===== src/rtl/crc_mon_pkg.sv =====
package crc_mon_pkg;

  // Strobes from the sequencer to the datapath
  typedef struct packed {
    logic seed;   // load the seed into the running state
    logic step;   // absorb one image bit
    logic latch;  // copy the next state into the checksum register
  } crcStrobe_t;

  localparam int unsigned DEF_IMG_W = 256;
  localparam int unsigned DEF_CRC_W = 32;

endpackage


===== src/rtl/crc_mon_ctrl.sv =====
module crc_mon_ctrl
  import crc_mon_pkg::*;
#(
  parameter int unsigned IMG_W = DEF_IMG_W
) (
  input  logic                     clk,
  input  logic                     rst,
  input  logic                     cfgWrite,
  output crcStrobe_t               strobe,
  output logic [$clog2(IMG_W)-1:0] bitIdx,
  output logic                     busy
);

  localparam int unsigned IDX_W = $clog2(IMG_W);
  localparam int unsigned CNT_W = IDX_W + 1;
  localparam logic [CNT_W-1:0] LAST_STEP = CNT_W'(IMG_W - 1);

  logic [CNT_W-1:0] stepCnt;
  logic             running;
  logic             restart;

  assign restart = rst | cfgWrite;

  // A restart has priority over every other action, including the final step
  always_ff @(posedge clk) begin
    if (restart) begin
      stepCnt <= '0;
      running <= 1'b1;
    end else if (running) begin
      stepCnt <= stepCnt + 1'b1;
      if (stepCnt == LAST_STEP) begin
        running <= 1'b0;
      end
    end
  end

  always_comb begin
    strobe = '0;
    if (restart) begin
      strobe.seed = 1'b1;
    end else if (running) begin
      strobe.step  = 1'b1;
      strobe.latch = (stepCnt == LAST_STEP);
    end
  end

  assign bitIdx = stepCnt[IDX_W-1:0];
  assign busy   = running;

endmodule


===== src/rtl/crc_mon_datapath.sv =====
module crc_mon_datapath
  import crc_mon_pkg::*;
#(
  parameter int unsigned      IMG_W      = DEF_IMG_W,
  parameter int unsigned      CRC_W      = DEF_CRC_W,
  parameter logic [CRC_W-1:0] POLY       = 32'h04C1_1DB7,
  parameter logic [CRC_W-1:0] SEED       = '1,
  parameter logic [IMG_W-1:0] RSVD_MASK  = '0,
  parameter logic [IMG_W-1:0] RSVD_VALUE = '0
) (
  input  logic                     clk,
  input  logic                     rst,
  input  crcStrobe_t               strobe,
  input  logic [$clog2(IMG_W)-1:0] bitIdx,
  input  logic [IMG_W-1:0]         image,
  output logic [CRC_W-1:0]         checksum
);

  logic [IMG_W-1:0] effImage;
  logic             curBit;
  logic             feedBack;
  logic [CRC_W-1:0] crcState;
  logic [CRC_W-1:0] crcNext;
  logic [CRC_W-1:0] sumReg;

  // Reserved positions always carry their constants, whatever the input holds
  assign effImage = (image & ~RSVD_MASK) | (RSVD_VALUE & RSVD_MASK);
  assign curBit   = effImage[bitIdx];
  assign feedBack = curBit ^ crcState[CRC_W-1];

  // One shift of the Galois-form generator
  for (genvar i = 0; i < CRC_W; i++) begin : g_tap
    if (i == 0) begin : g_low
      assign crcNext[i] = feedBack & POLY[i];
    end else begin : g_up
      assign crcNext[i] = crcState[i-1] ^ (feedBack & POLY[i]);
    end
  end

  always_ff @(posedge clk) begin
    if (strobe.seed) begin
      crcState <= SEED;
    end else if (strobe.step) begin
      crcState <= crcNext;
    end
  end

  always_ff @(posedge clk) begin
    if (rst) begin
      sumReg <= '0;
    end else if (strobe.latch) begin
      sumReg <= crcNext;
    end
  end

  assign checksum = sumReg;

endmodule


===== src/rtl/crc_mon.sv =====
module crc_mon
  import crc_mon_pkg::*;
#(
  parameter int unsigned      IMG_W      = DEF_IMG_W,
  parameter int unsigned      CRC_W      = DEF_CRC_W,
  parameter logic [CRC_W-1:0] POLY       = 32'h04C1_1DB7,
  parameter logic [CRC_W-1:0] SEED       = '1,
  parameter logic [IMG_W-1:0] RSVD_MASK  = {{(IMG_W-112){1'b0}}, {112{1'b1}}},
  parameter logic [IMG_W-1:0] RSVD_VALUE = {{(IMG_W-112){1'b0}}, {7{16'h5A3C}}}
) (
  input  logic             clk,
  input  logic             rst,
  input  logic [IMG_W-1:0] image,
  input  logic             cfgWrite,
  output logic [CRC_W-1:0] checksum,
  output logic             busy
);

  localparam int unsigned IDX_W = $clog2(IMG_W);

  crcStrobe_t       strobe;
  logic [IDX_W-1:0] bitIdx;

  crc_mon_ctrl #(
    .IMG_W(IMG_W)
  ) u_ctrl (
    .clk     (clk),
    .rst     (rst),
    .cfgWrite(cfgWrite),
    .strobe  (strobe),
    .bitIdx  (bitIdx),
    .busy    (busy)
  );

  crc_mon_datapath #(
    .IMG_W     (IMG_W),
    .CRC_W     (CRC_W),
    .POLY      (POLY),
    .SEED      (SEED),
    .RSVD_MASK (RSVD_MASK),
    .RSVD_VALUE(RSVD_VALUE)
  ) u_dp (
    .clk     (clk),
    .rst     (rst),
    .strobe  (strobe),
    .bitIdx  (bitIdx),
    .image   (image),
    .checksum(checksum)
  );

endmodule


===== config.mk =====
export PLATFORM = sky130hd
export DESIGN_NAME = crc_mon
export DESIGN_NICKNAME = d
export VERILOG_FILES = /design/src/rtl/crc_mon_pkg.sv /design/src/rtl/crc_mon_ctrl.sv /design/src/rtl/crc_mon_datapath.sv /design/src/rtl/crc_mon.sv
export SDC_FILE = /design/constraint.sdc
export NUM_CORES = 1
export LEC_CHECK = 0
export BUFFER_PORTS_ARGS = -buffer_cell sky130_fd_sc_hd__buf_2
export CAP_MARGIN = 15
export CELL_PAD_IN_SITES_DETAIL_PLACEMENT = 1
export CELL_PAD_IN_SITES_GLOBAL_PLACEMENT = 2
export CORE_MARGIN = 2
export CORE_UTILIZATION = 20
export CTS_CLUSTER_DIAMETER = 40
export CTS_CLUSTER_SIZE = 14
export DETAILED_ROUTE_END_ITERATION = 10
export PLACE_DENSITY_LB_ADDON = 0.1
export SKIP_LAST_GASP = 1
export SLEW_MARGIN = 10
export SYNTH_ARGS = -nofsm -noshare
export SYNTH_HDL_FRONTEND = slang
export SYNTH_SLANG_ARGS = --single-unit

===== constraint.sdc =====
create_clock -name clk -period 3.15 [get_ports clk]
set_clock_uncertainty 0.1 [all_clocks]
set_input_delay 0.63 -clock clk [delete_from_list [all_inputs] [get_ports clk]]
set_output_delay 0.63 -clock clk [all_outputs]
set_load 0.02 [all_outputs]

==> key figures, run 1 <==
Setup path
  – Buf+Inv Stages, Crit Path: 3
  – Critical-path cell list: buf_12, mux4_2, mux4_2, mux2i_2, nor2_1, o311ai_4, buf_6, clkbuf_16, xnor2_1, a211oi_1
  – R2R setup slack: 60 ps
  – Max FO, Critical Path: 20
  – Crit start category: flip-flop
  – Most used cell, CP: mux4_2
  – Crit-path slowest cell: mux4_2
  – Crit path capture type: flip-flop
  – Max incr delay on CP: 530 ps
  – Critical Path AT: 3230 ps
  – Crit Path Category: reg -> reg
  – Top delay family on crit path: multiplexers
  – CP required: 3290 ps

Final layout
  – Post-layout util: 28.2%
  – Layout cell share with drive strength beyond 1: 41.9%
  – Layout net count: 898
  – Most frequent cells in the layout: buf_2 (179), dfxtp_1 (71), nand2_1 (67), mux4_2 (35)
  – Final instance area: 5910 um^2
  – Final std cells w/o fill: 915
  – Fillers: 2530
  – Commonest non-fill, non-tap cell in the layout: buf_2
  – Area grow syn2layout: 38.7%

Timing
  – Fin crit period: 3090 ps
  – FMAX: 324 MHz
  – Final hold vios: 0
  – Tcrit/Tclk final: 98.0%
  – Count of final setup violators: 0
  – Hold Slack: 351 ps
  – RSZ-0062 raised after global routing: true
  – Final worst slack: 64.6 ps
  – Setup TNS: 0 ps
  – Worst-Margin Slew: 929 ps
  – Slew headroom: 38.0%
  – Slew Limit Fails: 0

Power and ir drop
  – Pleak: 2.51 nW
  – Pwr dens: 394 nW/um^2
  – Tot Pwr: 2.33 mW
  – Max IR drop VDD: 236 uV

Synth
  – Post-synthesis cell type count: 43
  – Number of synthesis warnings: 0
  – Synthesized flop and latch total: 74
  – EDFF count, synth: 0
  – Post-Syn Instances: 457
  – Syn Nets: 721
  – Async set or reset register ratio after synthesis: 0%
  – Syn Area/Cell: 9.32 um^2
  – Top FF cell, synth: dfxtp_1
  – Seq/Total Area, Yosys: 34.8%
  – Netlist Area Pre-Place: 4260 um^2

CTS
  – Clock-pin slew on the worst setup and hold paths: 60 ps
  – H-tree levels: 3
  – Clock buffer depth: 2
  – Clock Latency Late Sink: 330 ps
  – Total CTS buffers: 9
  – TritonCTS clock tree: built
  – Root buffer cell: clkbuf_16
  – Num Clock Sinks: 74

Die
  – Std-Cell Rows: 53
  – DIE WIDTH: 150 um
  – Die area: 22500 um^2
  – Die span in y: 150 um
  – Initial core utilization: 20.3%
  – Ports: 292
  – Placeable Area: 21000 um^2

Route
  – Routed WL: 14900 um
  – Vias post-DR: 4180
  – Via density: 4.57
  – Pre-antenna DRT Iters: 4
  – Routed len/inst: 16.3 um
  – Post-route DRC: 0
  – Drt initial violations: 104
  – ANT nets after route: 0

Global route
  – First-pass GRT wire length: 23100 um
  – Largest net degree at the start of global routing: 49
  – Total GRT Usage: 13.2%
  – Vias in the first global route: 4473
  – Initial antenna violation count: 2
  – Remaining Overflow, GRT: 0

Place
  – Port Buffer Count: 179
  – Placed Cells incl. Taps: 889
  – Worst slack, placed: -37.2 ps
  – RD Place Congestion: 0.773
  – Post-DP Area: 5500 um^2
  – Detailed placer's ending HPWL: 11700 um

Hold path
  – Hold Crit Class: reg -> reg

Job
  – Max_cap viols: 0

Run status
  – Status: complete, no violations
power by group:
group | internal, mW | switching [mW] | total (mW)
logic | 0.184 | 0.132 | 0.316
registers | 0.951 | 0.0155 | 0.967
clock network | 0.634 | 0.409 | 1.04
cell type report:
cell class | count | area, um^2 | share of cell area (%)
repair buffers | 209 | 1180 | 20.0
well taps | 275 | 344 | 5.82
clock inverters | 6 | 66.3 | 1.12
clock buffers | 10 | 239 | 4.04
inverters | 19 | 71.3 | 1.21
multi-input cells | 321 | 2510 | 42.5
diodes | 1 | 2.50 | 0.0424
flip-flops and latches | 74 | 1490 | 25.2
layer usage:
| layer | global-route usage, % | vias to the layer above | routed length, um |
|---|---|---|---|
| li1 | - | 2027 | - |
| met1 | 15.6 | 2010 | 6250 |
| met2 | 23.9 | 126 | 7510 |
| met3 | 3.41 | 15 | 926 |
| met4 | 3.35 | 2 | 176 |
| met5 | 0 | - | 11 |
tightest hold or removal path: stages (launching register included):
cell and delay [ps]:
dfxtp_1 300, nand2_1 50, a21oi_1 50
path summary, 6_finish.rpt:
| kind | depth (start not counted) | from | to |
|---|---|---|---|
| worst min register to register | 2 | u_dp.checksum[15] | u_dp.checksum[15] |
| worst max-delay path | 10 | u_ctrl.stepCnt[0] | u_dp.checksum[2] |
| worst max register to register | 10 | u_ctrl.stepCnt[0] | u_dp.checksum[2] |
| worst min-delay path | 2 | u_dp.checksum[15] | u_dp.checksum[15] |
sequential cells by signal, indices dropped and copies added, names as in the netlist:
name / count
u_dp.crcState: 32
u_dp.checksum: 32
u_ctrl.busy: 1
u_ctrl.stepCnt: 9
cells in the mapped netlist (2+ instances only):
cell type  count  share of area [%]
buf_2          6               0.71
o221ai_1       2               0.41
o211ai_1       8                1.4
a22oi_1        6                1.1
nor2_1        28                2.5
nand2_1       67                5.9
and3_1         3               0.44
nor3_1        27                3.2
a211oi_1      28                4.9
o21ai_0        4               0.47
buf_1          2               0.18
or3_1          2               0.29
a211o_1        2               0.41
nand2b_1       3               0.44
nor2b_1        3               0.44
ha_1           5                1.5
inv_1         19                1.7
nor4_1        13                1.9
xor2_1         2               0.41
clkbuf_1      30                2.6
o21ai_1        3               0.35
nand3_1        7               0.82
mux2i_1       17                4.0
xnor2_1       16                3.3
mux4_2        35                 19
buf_6          4                1.1
and2_1         2               0.29
dfxtp_1       74                 35
a21oi_1       25                2.9
timing repair:
| action | in CTS | in global routing |
|---|---|---|
| buffers inserted | 0 | 8 |
| gates resized for setup | 0 | 6 |
| hold buffers | 0 | 0 |
| endpoints found under the hold margin | 0 | 0 |
| endpoints found under the setup margin | 0 | 28 |
cells by family after synthesis:
group           synth area share, %
xor+xnor                       3.70
fa+ha+maj                      1.47
simple gates                   16.7
compound gates                 14.1
mux                            22.8
flops                          34.8
buf+inv                        6.43
Note: power is estimated with default switching activity, not from simulation.
==> inputs of run 2 (changes only) <==
--- a/config.mk
+++ b/config.mk
@@ -5,12 +5,13 @@
 export SDC_FILE = /design/constraint.sdc
 export NUM_CORES = 1
 export LEC_CHECK = 0
+export ABC_AREA = 1
 export BUFFER_PORTS_ARGS = -buffer_cell sky130_fd_sc_hd__buf_2
 export CAP_MARGIN = 15
 export CELL_PAD_IN_SITES_DETAIL_PLACEMENT = 1
 export CELL_PAD_IN_SITES_GLOBAL_PLACEMENT = 2
 export CORE_MARGIN = 2
-export CORE_UTILIZATION = 20
+export CORE_UTILIZATION = 18
 export CTS_CLUSTER_DIAMETER = 40
 export CTS_CLUSTER_SIZE = 14
 export DETAILED_ROUTE_END_ITERATION = 10
==> run 2 against run 1 <==
Compared with the run above: worst setup slack improved by 280 ps; total power shrank 4.5%; via count increased by 26%; sequential power barely moved; largest cell class unchanged; sequential share of layout area fell by 0.83 points; synthesized area grew 9.3%; maximum frequency grew 10%; worst hold slack better by 9.7 ps; routed wire length is 25% higher.
==> key figures, run 2 <==
Synth
  – Simple logic cell fraction of the synthesized area: 46.4% (+30 points)
  – Most frequent cell after synthesis: nand2_1
  – Post-Synth Adder-Cell Area: 1.34% (-0.12 points)
  – Post-Syn Instances: 760 (+66%)
  – Synthesized flop and latch total: 74 (unchanged)
  – Post-synthesis mux area share: 0% (-23 points)
  – Post-synthesis cell type count: 29 (-33%)
  – Async set or reset register ratio after synthesis: 0% (unchanged)
  – Top area cells in the synthesized netlist: dfxtp_1 (32%), nand2_1 (24%), nand3_1 (15%)
  – Largest family of logic cells by synthesized area: simple AND/OR/NAND/NOR gates
  – Syn Nets: 1024 (+42%)
  – Synth top cells by count: nand2_1 (302), nand3_1 (135), dfxtp_1 (74)
  – Largest area contributor in the netlist: dfxtp_1
  – Netlist Area Pre-Place: 4650 um^2 (+9.3%)
  – Yosys top cell area share: 31.8% (-2.9 points)
  – EDFF count, synth: 0 (unchanged)
  – Seq/Total Area, Yosys: 31.8% (-2.9 points)
  – Top FF cell, synth: dfxtp_1
  – Post-synthesis compound-gate area fraction: 9.30% (-4.8 points)
  – Syn Area/Cell: 6.12 um^2 (-34%)
  – Number of synthesis warnings: 0 (unchanged)
  – Post-synthesis xor/xnor area fraction: 0% (-3.7 points)

Die
  – Ports: 292 (unchanged)
  – Initial core utilization: 18.4% (-1.9 points)
  – Std-Cell Rows: 58 (+9.4%)
  – Die area: 27200 um^2 (+21%)
  – Die span in y: 165 um (+9.9%)
  – DIE WIDTH: 165 um (+9.9%)
  – Placeable Area: 25300 um^2 (+21%)

Global route
  – Met2 usage: 22.8% (-1.1 points)
  – Met1 Use GR: 19.1% (+3.5 points)
  – Total GRT Usage: 14.0% (+0.76 points)
  – Global route hottest layer: met2
  – Vias in the first global route: 5603 (+25%)
  – Met3 global-route usage: 3.47% (+0.051 points)
  – Remaining Overflow, GRT: 0 (unchanged)
  – Initial antenna violation count: 0 (-2)
  – First-pass GRT wire length: 29800 um (+29%)
  – Largest net degree at the start of global routing: 75 (+53%)

Route
  – Routed WL: 18600 um (+25%)
  – Post-route DRC: 0 (unchanged)
  – Vias post-DR: 5278 (+26%)
  – Drt initial violations: 207 (+99%)
  – ANT nets after route: 0 (unchanged)
  – Via density: 4.21 (-7.9%)
  – Routed len/inst: 14.8 um (-8.9%)
  – Pre-antenna DRT Iters: 4 (unchanged)

Final layout
  – Diode count: 0 (-1)
  – Post-layout util: 24.1% (-4.1 points)
  – Commonest non-fill, non-tap cell in the layout: nand2_1
  – Layout cell share with drive strength beyond 1: 26.1% (-16 points)
  – Area grow syn2layout: 31.0%
  – Most frequent cells in the layout: nand2_1 (302), buf_2 (179), nand3_1 (135), dfxtp_1 (72), a21oi_1 (53)
  – Layout net count: 1183 (+32%)

Setup path
  – CP required: 3290 ps (about the same)
  – Crit Path Category: reg -> reg
  – Max FO, Critical Path: 8 (-60%)
  – Crit start category: flip-flop
  – Crit path capture type: flip-flop
  – Critical Path AT: 2940 ps (-290 ps)

Hold path
  – Hold Crit Class: reg -> reg

Timing
  – Final hold vios: 0 (unchanged)
  – Fin crit period: 2800 ps (-281 ps)
  – Tcrit/Tclk final: 89.0% (-8.9 points)
  – Slew Limit Fails: 0 (unchanged)
  – FMAX: 357 MHz (+10%)
  – RSZ-0062 raised after global routing: false
  – Setup TNS: 0 ps (unchanged)
  – Slew headroom: 66.4% (+28 points)
  – Count of final setup violators: 0 (unchanged)
  – Worst-Margin Slew: 503 ps (-425 ps)

CTS
  – Clock Latency Late Sink: 340 ps (about the same)
  – Root buffer cell: clkbuf_16
  – Num Clock Sinks: 74 (unchanged)
  – H-tree levels: 3 (unchanged)
  – TritonCTS clock tree: built
  – Cts hold-fix bufs: 0 (unchanged)
  – Clock-pin slew on the worst setup and hold paths: 60 ps (about the same)
  – Total CTS buffers: 9 (unchanged)
  – Clock buffer depth: 2 (unchanged)

Power and ir drop
  – Pwr dens: 364 nW/um^2 (-7.5%)
  – Pleak: 3.10 nW (+23%)
  – Max IR drop VDD: 190 uV (-19%)

Place
  – RD Place Congestion: 0.707 (-8.5%)
  – Detailed placer's ending HPWL: 13300 um (+14%)
  – Port Buffer Count: 179 (unchanged)

Job
  – Max_cap viols: 0 (unchanged)

Run status
  – Status: complete, no violations
run 2: changes by cell type after synthesis, moves of 17 or more:
cell,change
nand3_1,+128
mux2i_1,-17
a21oi_1,+28
inv_1,+23
mux4_2,-35
nor3_1,-20
a211oi_1,-27
nand2_1,+235
run 2: worst max-delay path: stages, from the launching register on:
cell      delay, ps
dfxtp_1         440
nand2_1         250
clkinv_1        240
buf_4           230
a21oi_1         180
nand3_1         110
nand3_1         100
nand2_1          70
nand3_2         110
nand3_2         230
buf_4           260
nand3_1         100
nand3_1         130
nand2_1          90
inv_1            40
run 2: cell families after synthesis:
family | after synthesis
fa+ha+maj | 5
simple gates | 502
compound gates | 78
buf+inv | 101
flops | 74
run 2: per-stage QoR:
stage / hold WS [ps] / area, um^2 / cells / total power [mW] / setup WS (ps)
finish: 361 / 6090 / 1254 / 2.22 / 345
global route: 375 / 6090 / 1254 / 2.36 / 96.3
CTS: 362 / 6090 / 1254 / 2.28 / 241
detailed placement: 352 / 5830 / 1238 / 1.32 / 265
global placement: 355 / 5830 / 1238 / 1.32 / 273
floorplan: 351 / 4650 / 760 / 1.17 / 881
run 2: repair_timing:
item / 4_1_cts / 5_1_grt
setup endpoints to repair: 0 / 4
resized for setup: 0 / 1
setup buffers: 0 / 0
run 2: power by group:
| group | switching (mW) | leakage, nW | internal, mW |
|---|---|---|---|
| registers | 0.0130 | 0.602 | 0.952 |
| logic | 0.182 | 2.36 | 0.142 |
| clock network | 0.401 | 0.129 | 0.530 |
run 2: path summary, 6_finish.rpt:
| path | cells after the start | slack [ps] | start | to |
|---|---|---|---|---|
| setup / recovery | 14 | 350 | u_ctrl.stepCnt[2] | u_dp.checksum[12] |
| hold reg to reg | 2 | 360 | u_dp.checksum[13] | u_dp.checksum[13] |
| hold / removal | 2 | 360 | u_dp.checksum[13] | u_dp.checksum[13] |
| setup reg to reg | 14 | 350 | u_ctrl.stepCnt[2] | u_dp.checksum[12] |
run 2: area by class of cell:
cell class / count / area, um^2
timing repair buffer: 200 / 1090
clock buffer: 11 / 233
sequential: 74 / 1480
inverter: 49 / 184
tap: 330 / 413
multi-input combinational: 585 / 2660
clock inverter: 5 / 31.3
fill: 3257 / 19200
run 2: metal layers:
layer  wire length, um  vias up
li1                  -     2765
met1              9500     2400
met2              7980      104
met3               949        9
met4               123        0
met5                 0        -
==> inputs of run 3 (changes only) <==
--- a/config.mk
+++ b/config.mk
@@ -5,17 +5,14 @@
 export SDC_FILE = /design/constraint.sdc
 export NUM_CORES = 1
 export LEC_CHECK = 0
-export ABC_AREA = 1
 export BUFFER_PORTS_ARGS = -buffer_cell sky130_fd_sc_hd__buf_2
 export CAP_MARGIN = 15
-export CELL_PAD_IN_SITES_DETAIL_PLACEMENT = 1
-export CELL_PAD_IN_SITES_GLOBAL_PLACEMENT = 2
-export CORE_MARGIN = 2
-export CORE_UTILIZATION = 18
+export CORE_AREA = 2 2 113 115
 export CTS_CLUSTER_DIAMETER = 40
 export CTS_CLUSTER_SIZE = 14
 export DETAILED_ROUTE_END_ITERATION = 10
-export PLACE_DENSITY_LB_ADDON = 0.1
+export DIE_AREA = 0 0 115 117
+export PLACE_DENSITY = 0.72
 export SKIP_LAST_GASP = 1
 export SLEW_MARGIN = 10
 export SYNTH_ARGS = -nofsm -noshare
==> run 3 against run 2 <==
Compared with the run above: global-route usage up 3.3 points; count of clock-buffer cells in the layout down 2; utilization up 23 points; largest cell class unchanged; first-iteration DRC count up 15%; worst hold slack worse by 6.3 ps; critical endpoint is now u_dp.checksum[11]; largest power group is now clock; routed wire length down 36%; design area down 5.5%; critical path type unchanged; clock power up 17%; maximum frequency down 6.5%.
==> key figures, run 3 (synthesized netlist as in run 1, its figures left out) <==
Run status
  – Status: complete, no violations

Timing
  – Count of final setup violators: 0 (unchanged)
  – Tcrit/Tclk final: 95.2% (+6.1 points)
  – Setup TNS: 0 ps (unchanged)
  – Slew Limit Fails: 0 (unchanged)
  – FMAX: 334 MHz (-6.5%)
  – Fin crit period: 3000 ps (+194 ps)
  – Worst-Margin Slew: 837 ps (+334 ps)
  – RSZ-0062 raised after global routing: false
  – Slew headroom: 44.2% (-22 points)
  – Final hold vios: 0 (unchanged)

Route
  – Routed WL: 11900 um (-36%)
  – Vias post-DR: 4150 (-21%)
  – Routed len/inst: 15.3 um (+3.2%)
  – Drt initial violations: 238 (+15%)
  – Pre-antenna DRT Iters: 4 (unchanged)
  – ANT nets after route: 0 (unchanged)
  – Post-route DRC: 0 (unchanged)
  – Via density: 5.32 (+26%)

Setup path
  – Crit Path Category: reg -> reg
  – Max incr delay on CP: 500 ps (+60 ps)
  – Critical-path cell list: buf_12, mux4_2, mux4_2, mux2i_2, o32a_1, o311ai_4, buf_4, clkbuf_16, xnor2_1, a211oi_1
  – Top delay family on crit path: multiplexers
  – Most used cell, CP: mux4_2
  – Buf+Inv Stages, Crit Path: 3 (-1)
  – Max FO, Critical Path: 20 (+12)
  – Crit path capture type: flip-flop
  – CP required: 3300 ps (about the same)
  – Crit start category: flip-flop
  – R2R setup slack: 150 ps (-190 ps)
  – Critical Path AT: 3150 ps (+210 ps)
  – Crit-path slowest cell: mux4_2

Die
  – Ports: 292 (unchanged)
  – Placeable Area: 12300 um^2 (-51%)
  – DIE WIDTH: 115 um (-30%)
  – Die span in y: 117 um (-29%)
  – Die area: 13500 um^2 (-50%)
  – Initial core utilization: 34.6% (+16 points)
  – Std-Cell Rows: 41 (-29%)

CTS
  – Clock buffer depth: 2 (unchanged)
  – Clock Latency Late Sink: 330 ps (about the same)
  – TritonCTS clock tree: built
  – H-tree levels: 3 (unchanged)
  – Num Clock Sinks: 74 (unchanged)
  – Total CTS buffers: 9 (unchanged)
  – Clock-pin slew on the worst setup and hold paths: 60 ps (about the same)
  – Root buffer cell: clkbuf_16

Final layout
  – Layout net count: 890 (-25%)
  – Commonest non-fill, non-tap cell in the layout: buf_2
  – Area grow syn2layout: 35.2%
  – Post-layout util: 46.8% (+23 points)
  – Fillers: 1144 (-65%)
  – Most frequent cells in the layout: buf_2 (179), dfxtp_1 (71), nand2_1 (67), mux4_2 (35)
  – Layout cell share with drive strength beyond 1: 41.6% (+16 points)
  – Diode count: 0 (unchanged)

Hold path
  – Hold Crit Class: reg -> reg

Global route
  – Global route hottest layer: met2
  – Largest net degree at the start of global routing: 45 (-40%)
  – Total GRT Usage: 17.3% (+3.3 points)
  – Met3 global-route usage: 3.91% (+0.45 points)
  – Remaining Overflow, GRT: 0 (unchanged)
  – Vias in the first global route: 4038 (-28%)
  – Initial antenna violation count: 0 (unchanged)
  – Met1 Use GR: 20.3% (+1.2 points)
  – Met2 usage: 30.3% (+7.5 points)
  – First-pass GRT wire length: 18600 um (-38%)

Power and ir drop
  – Max IR drop VDD: 254 uV (+33%)
  – Pwr dens: 411 nW/um^2 (+13%)
  – Pleak: 2.48 nW (-20%)

Place
  – Port Buffer Count: 179 (unchanged)
  – RD Place Congestion: 0.826 (+17%)
  – Detailed placer's ending HPWL: 8750 um (-34%)

Job
  – Max_cap viols: 0 (unchanged)
==> run 3: changes by cell type in the layout (fill, tap and decap cells not counted), moves of 12 or more <==
cell / previous run / this run
nand2_1: 302 / 67
nand3_1: 135 / 6
mux4_2: 0 / 35
a21oi_1: 53 / 24
a211oi_1: 1 / 28
inv_1: 42 / 19
nor3_1: 7 / 27
mux2i_1: 0 / 16
xnor2_1: 0 / 16
nor4_1: 0 / 13
nand3_2: 13 / 1
==> run 3: area by class of cell <==
type / count / area (um^2) / share of cell area [%]
inverters: 19 / 71.3 / 1.24
clock buffers: 9 / 225 / 3.91
repair buffers: 201 / 1160 / 20.2
clock inverters: 6 / 91.3 / 1.59
multi-input cells: 321 / 2530 / 43.9
flip-flops and latches: 74 / 1490 / 25.9
well taps: 150 / 188 / 3.26
==> run 3: report_power, final <==
group / switching (mW) / internal (mW) / leakage, nW / total, mW
clock network: 0.401 / 0.691 / 0.144 / 1.09
logic: 0.123 / 0.185 / 1.74 / 0.308
registers: 0.0159 / 0.951 / 0.602 / 0.967
total: 0.539 / 1.83 / 2.48 / 2.37
==> run 3: routing by layer <==
metal	vias to the layer above	part of all wire (%)
met5	-	0
met3	31	6.8
met2	192	50
met1	1918	40
li1	2009	-
met4	0	3.2
==> run 3: repair_timing <==
item / CTS / global route
endpoints found under the setup margin: 0 / 41
hold buffers: 0 / 0
endpoints found under the hold margin: 0 / 0
setup buffers: 0 / 2
resized for setup: 0 / 9
==> run 3: worst register-to-register path, cell delays in order (launching register included) <==
cell and delay [ps]:
dfxtp_4 400, buf_12 160, mux4_2 500, mux4_2 500
mux2i_2 190, o32a_1 250, o311ai_4 110, buf_4 180
clkbuf_16 190, xnor2_1 140, a211oi_1 210
==> run 3: path summary, 6_finish.rpt <==
path | startpoint | endpoint | cells past startpoint
max | u_ctrl.stepCnt[0] | u_dp.checksum[11] | 10
min | u_dp.checksum[17] | u_dp.checksum[17] | 2
max reg2reg | u_ctrl.stepCnt[0] | u_dp.checksum[11] | 10
min reg2reg | u_dp.checksum[17] | u_dp.checksum[17] | 2
==> run 3: per-stage QoR <==
| stage | power (mW) | instance area, um^2 | hold slack (ps) | worst slack [ps] | instances |
|---|---|---|---|---|---|
| detailed placement | 1.28 | 5320 | 349 | 28.8 | 760 |
| global route | 2.45 | 5760 | 379 | 5.26 | 780 |
| floorplan | 1.15 | 4260 | 344 | 85.9 | 457 |
| finish | 2.37 | 5760 | 355 | 152 | 780 |
| global placement | 1.27 | 5320 | 340 | 70.4 | 760 |
| CTS | 2.37 | 5640 | 357 | 16.4 | 775 |
